<file path="config.mk">
export PLATFORM = sky130hd
export DESIGN_NAME = adaptive_input_ctrl
export DESIGN_NICKNAME = d
export VERILOG_FILES = /design/src/rtl/ric_pkg.sv /design/src/rtl/ric_nbr_state.sv /design/src/rtl/ric_route.sv /design/src/rtl/adaptive_input_ctrl.sv
export SDC_FILE = /design/constraint.sdc
export NUM_CORES = 1
export LEC_CHECK = 0
export ABC_AREA = 1
export BUFFER_PORTS_ARGS = -buffer_cell sky130_fd_sc_hd__buf_2
export CORE_MARGIN = 2
export CORE_UTILIZATION = 35
export DETAILED_ROUTE_END_ITERATION = 6
export PLACE_DENSITY_LB_ADDON = 0.08
export SLEW_MARGIN = 25
export SYNTH_ARGS = -nofsm -noshare
export SYNTH_HDL_FRONTEND = slang
export SYNTH_HIERARCHICAL = 1
export SYNTH_SLANG_ARGS = --single-unit
</file>
<file path="constraint.sdc">
create_clock -name clk -period 6.1 [get_ports clk]
set_input_delay 0.915 -clock clk [delete_from_list [all_inputs] [get_ports clk]]
set_output_delay 0.915 -clock clk [all_outputs]
set_load 0.05 [all_outputs]
</file>
<file path="src/rtl/ric_pkg.sv">
// Shared constants and encodings for the adaptive router input controller.
// Assumes a fixed five-port router: four mesh neighbours plus one local port.
package ric_pkg;
    localparam int NPORT  = 5;
    localparam int NNBR   = 4;
    localparam int PIDX_W = 3;

    localparam logic [PIDX_W-1:0] DIR_N = 3'd0;
    localparam logic [PIDX_W-1:0] DIR_E = 3'd1;
    localparam logic [PIDX_W-1:0] DIR_S = 3'd2;
    localparam logic [PIDX_W-1:0] DIR_W = 3'd3;
    localparam logic [PIDX_W-1:0] DIR_L = 3'd4;

    typedef enum logic [1:0] {
        HK_PACKET  = 2'd0,
        HK_CIRCUIT = 2'd1,
        HK_END     = 2'd2,
        HK_SPARE   = 2'd3
    } hdr_kind_e;

    typedef enum logic [1:0] {
        NM_BEAT    = 2'd0,
        NM_RESERVE = 2'd1,
        NM_RELEASE = 2'd2,
        NM_SPARE   = 2'd3
    } nbr_msg_e;
endpackage

</file>
<file path="src/rtl/ric_nbr_state.sv">
// Routing-table entry for one neighbour: liveness and reservation state.
// A neighbour is usable when it has not been silent for live_limit cycles
// and has not reserved the path. The next-state value is exported so that
// a message arriving in a cycle affects the port visit of that same cycle.
module ric_nbr_state
    import ric_pkg::*;
#(
    parameter int TMO_W = 8
) (
    input  logic             clk,
    input  logic             rst_n,
    input  logic             msg_valid,
    input  logic [1:0]       msg_kind,
    input  logic [TMO_W-1:0] live_limit,
    output logic             usable_nx
);
    logic [TMO_W-1:0] silent_q, silent_nx;
    logic             block_q, block_nx;
    logic             alive_nx;

    // Next-state of the silence counter, reservation flag and usability.
    always_comb begin
        if (msg_valid)
            silent_nx = '0;
        else if (silent_q >= live_limit)
            silent_nx = silent_q;
        else
            silent_nx = silent_q + 1'b1;

        block_nx = block_q;
        if (msg_valid && nbr_msg_e'(msg_kind) == NM_RESERVE)
            block_nx = 1'b1;
        else if (msg_valid && nbr_msg_e'(msg_kind) == NM_RELEASE)
            block_nx = 1'b0;

        alive_nx  = msg_valid || (silent_nx < live_limit);
        usable_nx = alive_nx && !block_nx;
    end

    // Register silence count and reservation flag.
    always_ff @(posedge clk) begin
        if (!rst_n) begin
            silent_q <= '0;
            block_q  <= 1'b0;
        end else begin
            silent_q <= silent_nx;
            block_q  <= block_nx;
        end
    end
endmodule

</file>
<file path="src/rtl/ric_route.sv">
// Minimal-path output selection for one header. The east/west direction is
// preferred over north/south. If the preferred direction is unavailable, the
// other productive direction is tried. A local destination needs the local
// output. This is pure combinational logic.
module ric_route
    import ric_pkg::*;
#(
    parameter int COORD_W = 3,
    parameter int MY_X    = 2,
    parameter int MY_Y    = 2
) (
    input  logic [COORD_W-1:0] dest_x,
    input  logic [COORD_W-1:0] dest_y,
    input  logic [NPORT-1:0]   avail,
    output logic               found,
    output logic [PIDX_W-1:0]  dir
);
    localparam logic [COORD_W-1:0] HOME_X = COORD_W'(MY_X);
    localparam logic [COORD_W-1:0] HOME_Y = COORD_W'(MY_Y);

    logic              x_need, y_need;
    logic [PIDX_W-1:0] x_dir, y_dir;

    // Pick the first usable productive direction.
    always_comb begin
        x_need = (dest_x != HOME_X);
        y_need = (dest_y != HOME_Y);
        x_dir  = (dest_x > HOME_X) ? DIR_E : DIR_W;
        y_dir  = (dest_y > HOME_Y) ? DIR_N : DIR_S;
        found  = 1'b0;
        dir    = DIR_L;
        if (!x_need && !y_need) begin
            found = avail[DIR_L];
        end else if (x_need && avail[x_dir]) begin
            found = 1'b1;
            dir   = x_dir;
        end else if (y_need && avail[y_dir]) begin
            found = 1'b1;
            dir   = y_dir;
        end
    end
endmodule

</file>
<file path="src/rtl/adaptive_input_ctrl.sv">
// Input controller of a five-port router. It visits the input buffers in a
// fixed rotation, one per cycle, and routes the visited header over an
// adaptive table. It grants the output, pins outputs for circuits, and
// reports pins and unpins to the neighbours. Assumes a header stays valid
// until it is popped.
module adaptive_input_ctrl
    import ric_pkg::*;
#(
    parameter int COORD_W = 3,
    parameter int MY_X    = 2,
    parameter int MY_Y    = 2,
    parameter int TMO_W   = 8
) (
    input  logic                       clk,
    input  logic                       rst_n,
    input  logic [NPORT-1:0]           hdr_valid,
    input  logic [NPORT*COORD_W-1:0]   hdr_dest_x,
    input  logic [NPORT*COORD_W-1:0]   hdr_dest_y,
    input  logic [NPORT*2-1:0]         hdr_kind,
    output logic [NPORT-1:0]           in_ready,
    output logic [NPORT-1:0]           hdr_pop,
    input  logic [NNBR-1:0]            nbr_msg_valid,
    input  logic [NNBR*2-1:0]          nbr_msg_kind,
    input  logic [TMO_W-1:0]           live_limit,
    output logic                       ctl_valid,
    output logic [1:0]                 ctl_kind,
    output logic                       gnt_valid,
    output logic [PIDX_W-1:0]          gnt_in,
    output logic [PIDX_W-1:0]          gnt_out,
    output logic [NPORT*PIDX_W-1:0]    xbar_sel,
    output logic [NPORT-1:0]           xbar_hold
);
    localparam logic [PIDX_W-1:0] LAST_PORT = PIDX_W'(NPORT - 1);

    logic [PIDX_W-1:0]  scan_q;
    logic [PIDX_W-1:0]  sel_q [NPORT];
    logic [NPORT-1:0]   hold_q, ready_q, pop_q;
    logic               gnt_valid_q, ctl_valid_q;
    logic [PIDX_W-1:0]  gnt_in_q, gnt_out_q;
    nbr_msg_e           ctl_kind_q;

    logic               cur_valid;
    logic [COORD_W-1:0] cur_x, cur_y;
    hdr_kind_e          cur_kind;
    logic [NNBR-1:0]    nbr_usable;
    logic [NPORT-1:0]   res_ok, avail;
    logic               rt_found;
    logic [PIDX_W-1:0]  rt_dir;
    logic               do_grant, do_unpin;

    // One routing-table entry per neighbour direction.
    for (genvar d = 0; d < NNBR; d++) begin : g_nbr
        ric_nbr_state #(.TMO_W(TMO_W)) u_nbr (
            .clk        (clk),
            .rst_n      (rst_n),
            .msg_valid  (nbr_msg_valid[d]),
            .msg_kind   (nbr_msg_kind[d*2 +: 2]),
            .live_limit (live_limit),
            .usable_nx  (nbr_usable[d])
        );
    end

    // An output is open to the visited port unless it is pinned by another.
    for (genvar o = 0; o < NPORT; o++) begin : g_out
        assign res_ok[o] = !hold_q[o] || (sel_q[o] == scan_q);
        if (o < NNBR) begin : g_mesh
            assign avail[o] = res_ok[o] && nbr_usable[o];
        end else begin : g_local
            assign avail[o] = res_ok[o];
        end
        assign xbar_sel[o*PIDX_W +: PIDX_W] = sel_q[o];
    end

    // Select the header fields of the port visited this cycle.
    always_comb begin
        cur_valid = 1'b0;
        cur_x     = '0;
        cur_y     = '0;
        cur_kind  = HK_PACKET;
        for (int p = 0; p < NPORT; p++) begin
            if (scan_q == PIDX_W'(p)) begin
                cur_valid = hdr_valid[p];
                cur_x     = hdr_dest_x[p*COORD_W +: COORD_W];
                cur_y     = hdr_dest_y[p*COORD_W +: COORD_W];
                cur_kind  = hdr_kind_e'(hdr_kind[p*2 +: 2]);
            end
        end
    end

    ric_route #(.COORD_W(COORD_W), .MY_X(MY_X), .MY_Y(MY_Y)) u_route (
        .dest_x (cur_x),
        .dest_y (cur_y),
        .avail  (avail),
        .found  (rt_found),
        .dir    (rt_dir)
    );

    assign do_grant = cur_valid && rt_found;
    assign do_unpin = do_grant && (cur_kind == HK_END) && hold_q[rt_dir];

    // Advance the rotating visit pointer.
    always_ff @(posedge clk) begin
        if (!rst_n)
            scan_q <= '0;
        else
            scan_q <= (scan_q == LAST_PORT) ? '0 : scan_q + 1'b1;
    end

    // Register the grant report and the pop pulse.
    always_ff @(posedge clk) begin
        if (!rst_n) begin
            gnt_valid_q <= 1'b0;
            gnt_in_q    <= '0;
            gnt_out_q   <= '0;
            pop_q       <= '0;
        end else begin
            gnt_valid_q <= do_grant;
            pop_q       <= '0;
            if (do_grant) begin
                gnt_in_q      <= scan_q;
                gnt_out_q     <= rt_dir;
                pop_q[scan_q] <= 1'b1;
            end
        end
    end

    // Track per-port readiness: drop on a blocked visit, raise on grant or idle.
    always_ff @(posedge clk) begin
        if (!rst_n)
            ready_q <= '1;
        else
            ready_q[scan_q] <= !cur_valid || rt_found;
    end

    // Update the crossbar select and the circuit pins.
    always_ff @(posedge clk) begin
        if (!rst_n) begin
            hold_q <= '0;
            for (int o = 0; o < NPORT; o++) sel_q[o] <= '0;
        end else if (do_grant) begin
            sel_q[rt_dir] <= scan_q;
            if (cur_kind == HK_CIRCUIT)
                hold_q[rt_dir] <= 1'b1;
            else if (do_unpin)
                hold_q[rt_dir] <= 1'b0;
        end
    end

    // Drive the outgoing side-band message: pin, unpin or heartbeat.
    always_ff @(posedge clk) begin
        if (!rst_n) begin
            ctl_valid_q <= 1'b0;
            ctl_kind_q  <= NM_BEAT;
        end else begin
            ctl_valid_q <= 1'b1;
            if (do_grant && cur_kind == HK_CIRCUIT)
                ctl_kind_q <= NM_RESERVE;
            else if (do_unpin)
                ctl_kind_q <= NM_RELEASE;
            else
                ctl_kind_q <= NM_BEAT;
        end
    end

    assign in_ready  = ready_q;
    assign hdr_pop   = pop_q;
    assign gnt_valid = gnt_valid_q;
    assign gnt_in    = gnt_in_q;
    assign gnt_out   = gnt_out_q;
    assign xbar_hold = hold_q;
    assign ctl_valid = ctl_valid_q;
    assign ctl_kind  = ctl_kind_q;
endmodule

</file>
==> results.cfg <==
[synth]
yosys.cell_count.top_type = nand2_1
avgSynthCellArea_um2 = 7.13
yosysTopAreaCellShare_pct = 20.5
netlist_area_um2 = 6260
synth_edf_count = 15
postSynthCellCount = 878
synthTopCellsByCount = nand2_1 (177), inv_1 (135), nor2_1 (99)
async_flop_share_pct = 0
synth-main-ff-cell = dfxtp_1
yosys-top-cells-area = dfxtp_1 (20%), ha_1 (14%), nand2_1 (11%)
synth-seq-cells = 79
synth_nets = 1014
yosys_warnings = 6
ys_seq_area_share_pct = 27.7
yosysTopAreaCell = dfxtp_1
synth.distinct_cells = 43

[sta]
slew_headroom_pct = 47.5
fin_tns_setup_ns = 0
clock-skew-final_ns = 0.0115
slew_viol_final = 0
rsz0062_at_grt = no
final.period_utilization_pct = 84.1
min_period_ns = 5.13
hold_viol_final = 0
max_freq_mhz = 195
setup_viol = 0
tightestPinTransition_ns = 0.786

[setup_path]
cp_max_fo = 10
crit_type = in -> reg
reg2regPathDepth = 31
r2r_start = g_nbr[3].u_nbr/silent_q[0]$_SDFF_PN0_
crit_buf_inv = 4
endpoint_kind = flip-flop
worstPathArrival_ns = 5.38
crit_top_cell = nor2_1
cp_slowest_stage_delay_ns = 0.37
start_kind = input pin
cp.depth = 30
ff2ff_setup_slack_ns = 1.37
cp_top_family = simple AND/OR/NAND/NOR gates
cp.required_ns = 6.35
critPathLaunch = live_limit[5]
slowest_stage = nor3_1

[place]
gp_congestion = 0.850
port-buffer-count = 106
hpwl_mm = 12.9

[clock_tree]
cts_tree = yes
numCtsBuffers = 9
htree_levels = 3
clk_latency_ns = 0.36
postCtsHoldBufs = 0
cts_resized = 0
post_cts_buffers = 0
cts-root-buf = clkbuf_16
path_clk_slew_ns = 0.07
clock_sinks = 79
clockBufferDepth = 2

[detailed_routing]
ant_nets = 0
via_per_inst = 4.58
drc = 0
wire_per_inst_um = 13.5
drt_iter0_drc = 217
drtPass1Iterations = 4
wirelength_mm = 16.3
vias = 5526

[global_routing]
grt_first_pass_wirelength_mm = 26.7
top_usage_layer = met2
grt_max_degree = 23
use_met2_pct = 30.8
grtUsageMet1_pct = 23.9
use_met3_pct = 2.69
antenna_found_initial = 0
grt-ovfl-total = 0
grt.total_usage_pct = 18.2
first_global_vias = 5348

[power]
power.density_nw_per_um2 = 234
vdd_ir_drop_max_mv = 0.139
p_total_uw = 1710
p_leak_uw = 0.00374

[hold_path]
hp-class = reg -> reg
hold_depth = 2

[final_layout]
multiInputGateArea_um2 = 3820
antenna_cells = 0
register_area_um2 = 1730
layout.nets = 1113
drive_gt1_share_pct = 23.0
area_growth_pct = 16.6
nFillCells = 1814

[die]
ios = 107
die_h_um = 138
start_util_pct = 36.0
rows = 48
fp.dieW_um = 138
die_area_um2 = 19000
core_area_um2 = 17400

[status]
status = complete, no violations

[run]
maxCapViolCount = 0
[cell type report]
type	instances	share of cell area [%]
clock buffer	9	3.09
tap	225	3.86
sequential	79	23.7
clock inverter	7	0.995
inverter	164	8.51
timing repair buffer	108	7.48
multi-input combinational	615	52.3
[per-layer routing]
layer / vias up / part of all wire, %
li1: 3027 / -
met1: 2384 / 49
met2: 100 / 46
met3: 15 / 3.6
met4: 0 / 1.4
met5: - / 0
[per-stage QoR]
stage | cell area [um^2] | cells | setup WS, ns | hold WS [ns] | utilization (%)
global placement | 7000 | 1191 | 0.493 | 0.462 | 40.3
detailed placement | 7000 | 1191 | 0.541 | 0.455 | 40.3
floorplan | 6260 | 878 | 1.52 | 0.457 | -
finish | 7290 | 1207 | 0.969 | 0.472 | 42.0
global route | 7290 | 1207 | 0.489 | 0.493 | 42.0
CTS | 7290 | 1207 | 0.922 | 0.477 | 42.0
[cells in the final DEF, fill, tap and decap left out, types with 4 or more instances in the layout]
cell,n
a21oi_1,36
clkinv_2,4
edfxtp_1,15
xnor2_1,12
inv_2,17
nand2_4,9
a31oi_1,5
or2_2,8
xor2_1,5
nor3_4,8
nand3_1,34
a22oi_1,5
a211oi_1,4
buf_2,106
dfxtp_1,64
nor4_2,8
clkbuf_16,9
nand3_2,11
o21ai_0,13
o21ai_1,10
inv_1,135
nand2_2,13
nor2_1,99
nor4_1,16
a21o_1,4
nor3_2,13
nor2_4,5
a21boi_0,4
clkinv_1,8
ha_1,69
nor3_1,29
a32oi_1,4
nand2_1,177
a21oi_2,4
[how the worst min path moves through the flow]
| stage | start | endpoint | slack, ns |
|---|---|---|---|
| floorplan | g_nbr[0].u_nbr/block_q$_SDFF_PN0_ | g_nbr[0].u_nbr/block_q$_SDFF_PN0_ | 0.46 |
| global placement | in_ready[1]$_SDFFE_PN1P_ | in_ready[1]$_SDFFE_PN1P_ | 0.46 |
| detailed placement | in_ready[2]$_SDFFE_PN1P_ | in_ready[2]$_SDFFE_PN1P_ | 0.45 |
| CTS | in_ready[3]$_SDFFE_PN1P_ | in_ready[3]$_SDFFE_PN1P_ | 0.48 |
| global route | in_ready[1]$_SDFFE_PN1P_ | in_ready[1]$_SDFFE_PN1P_ | 0.49 |
| finish | in_ready[3]$_SDFFE_PN1P_ | in_ready[3]$_SDFFE_PN1P_ | 0.47 |
[flip-flops by register name, indices dropped and copies added, names as in the netlist, named ones only]
register / count
ctl_valid: 1
ctl_kind: 2
scan_q: 3
g_nbr.u_nbr/silent_q: 32
in_ready: 5
sel_q: 15
gnt_in: 3
gnt_valid: 1
hdr_pop: 5
gnt_out: 3
g_nbr.u_nbr/block_q: 4
[cell families (layout without fill, tap and decap cells)]
logic type               after synthesis  after routing  synth area share, %
buffers and inverters                184            288                 11.3
AND/OR/NAND/NOR                      436            436                 36.0
adder cells (fa/ha/maj)               69             69                 13.8
AO/OA/AOI/OAI                         93             93                 8.86
flip-flops                            79             79                 27.7
XOR/XNOR                              17             17                 2.38
[worst min-delay path, stage by stage, from the launching register on]
cell and delay (ns):
dfxtp_1 0.33, a21oi_1 0.06, nand2_1 0.05
[report_power, final]
| part | internal [uW] | total (uW) | switching (uW) |
|---|---|---|---|
| sequential | 570 | 608 | 37.2 |
| combinational | 160 | 552 | 391 |
| clock | 290 | 550 | 260 |
Note: power is estimated with default switching activity, not from simulation.
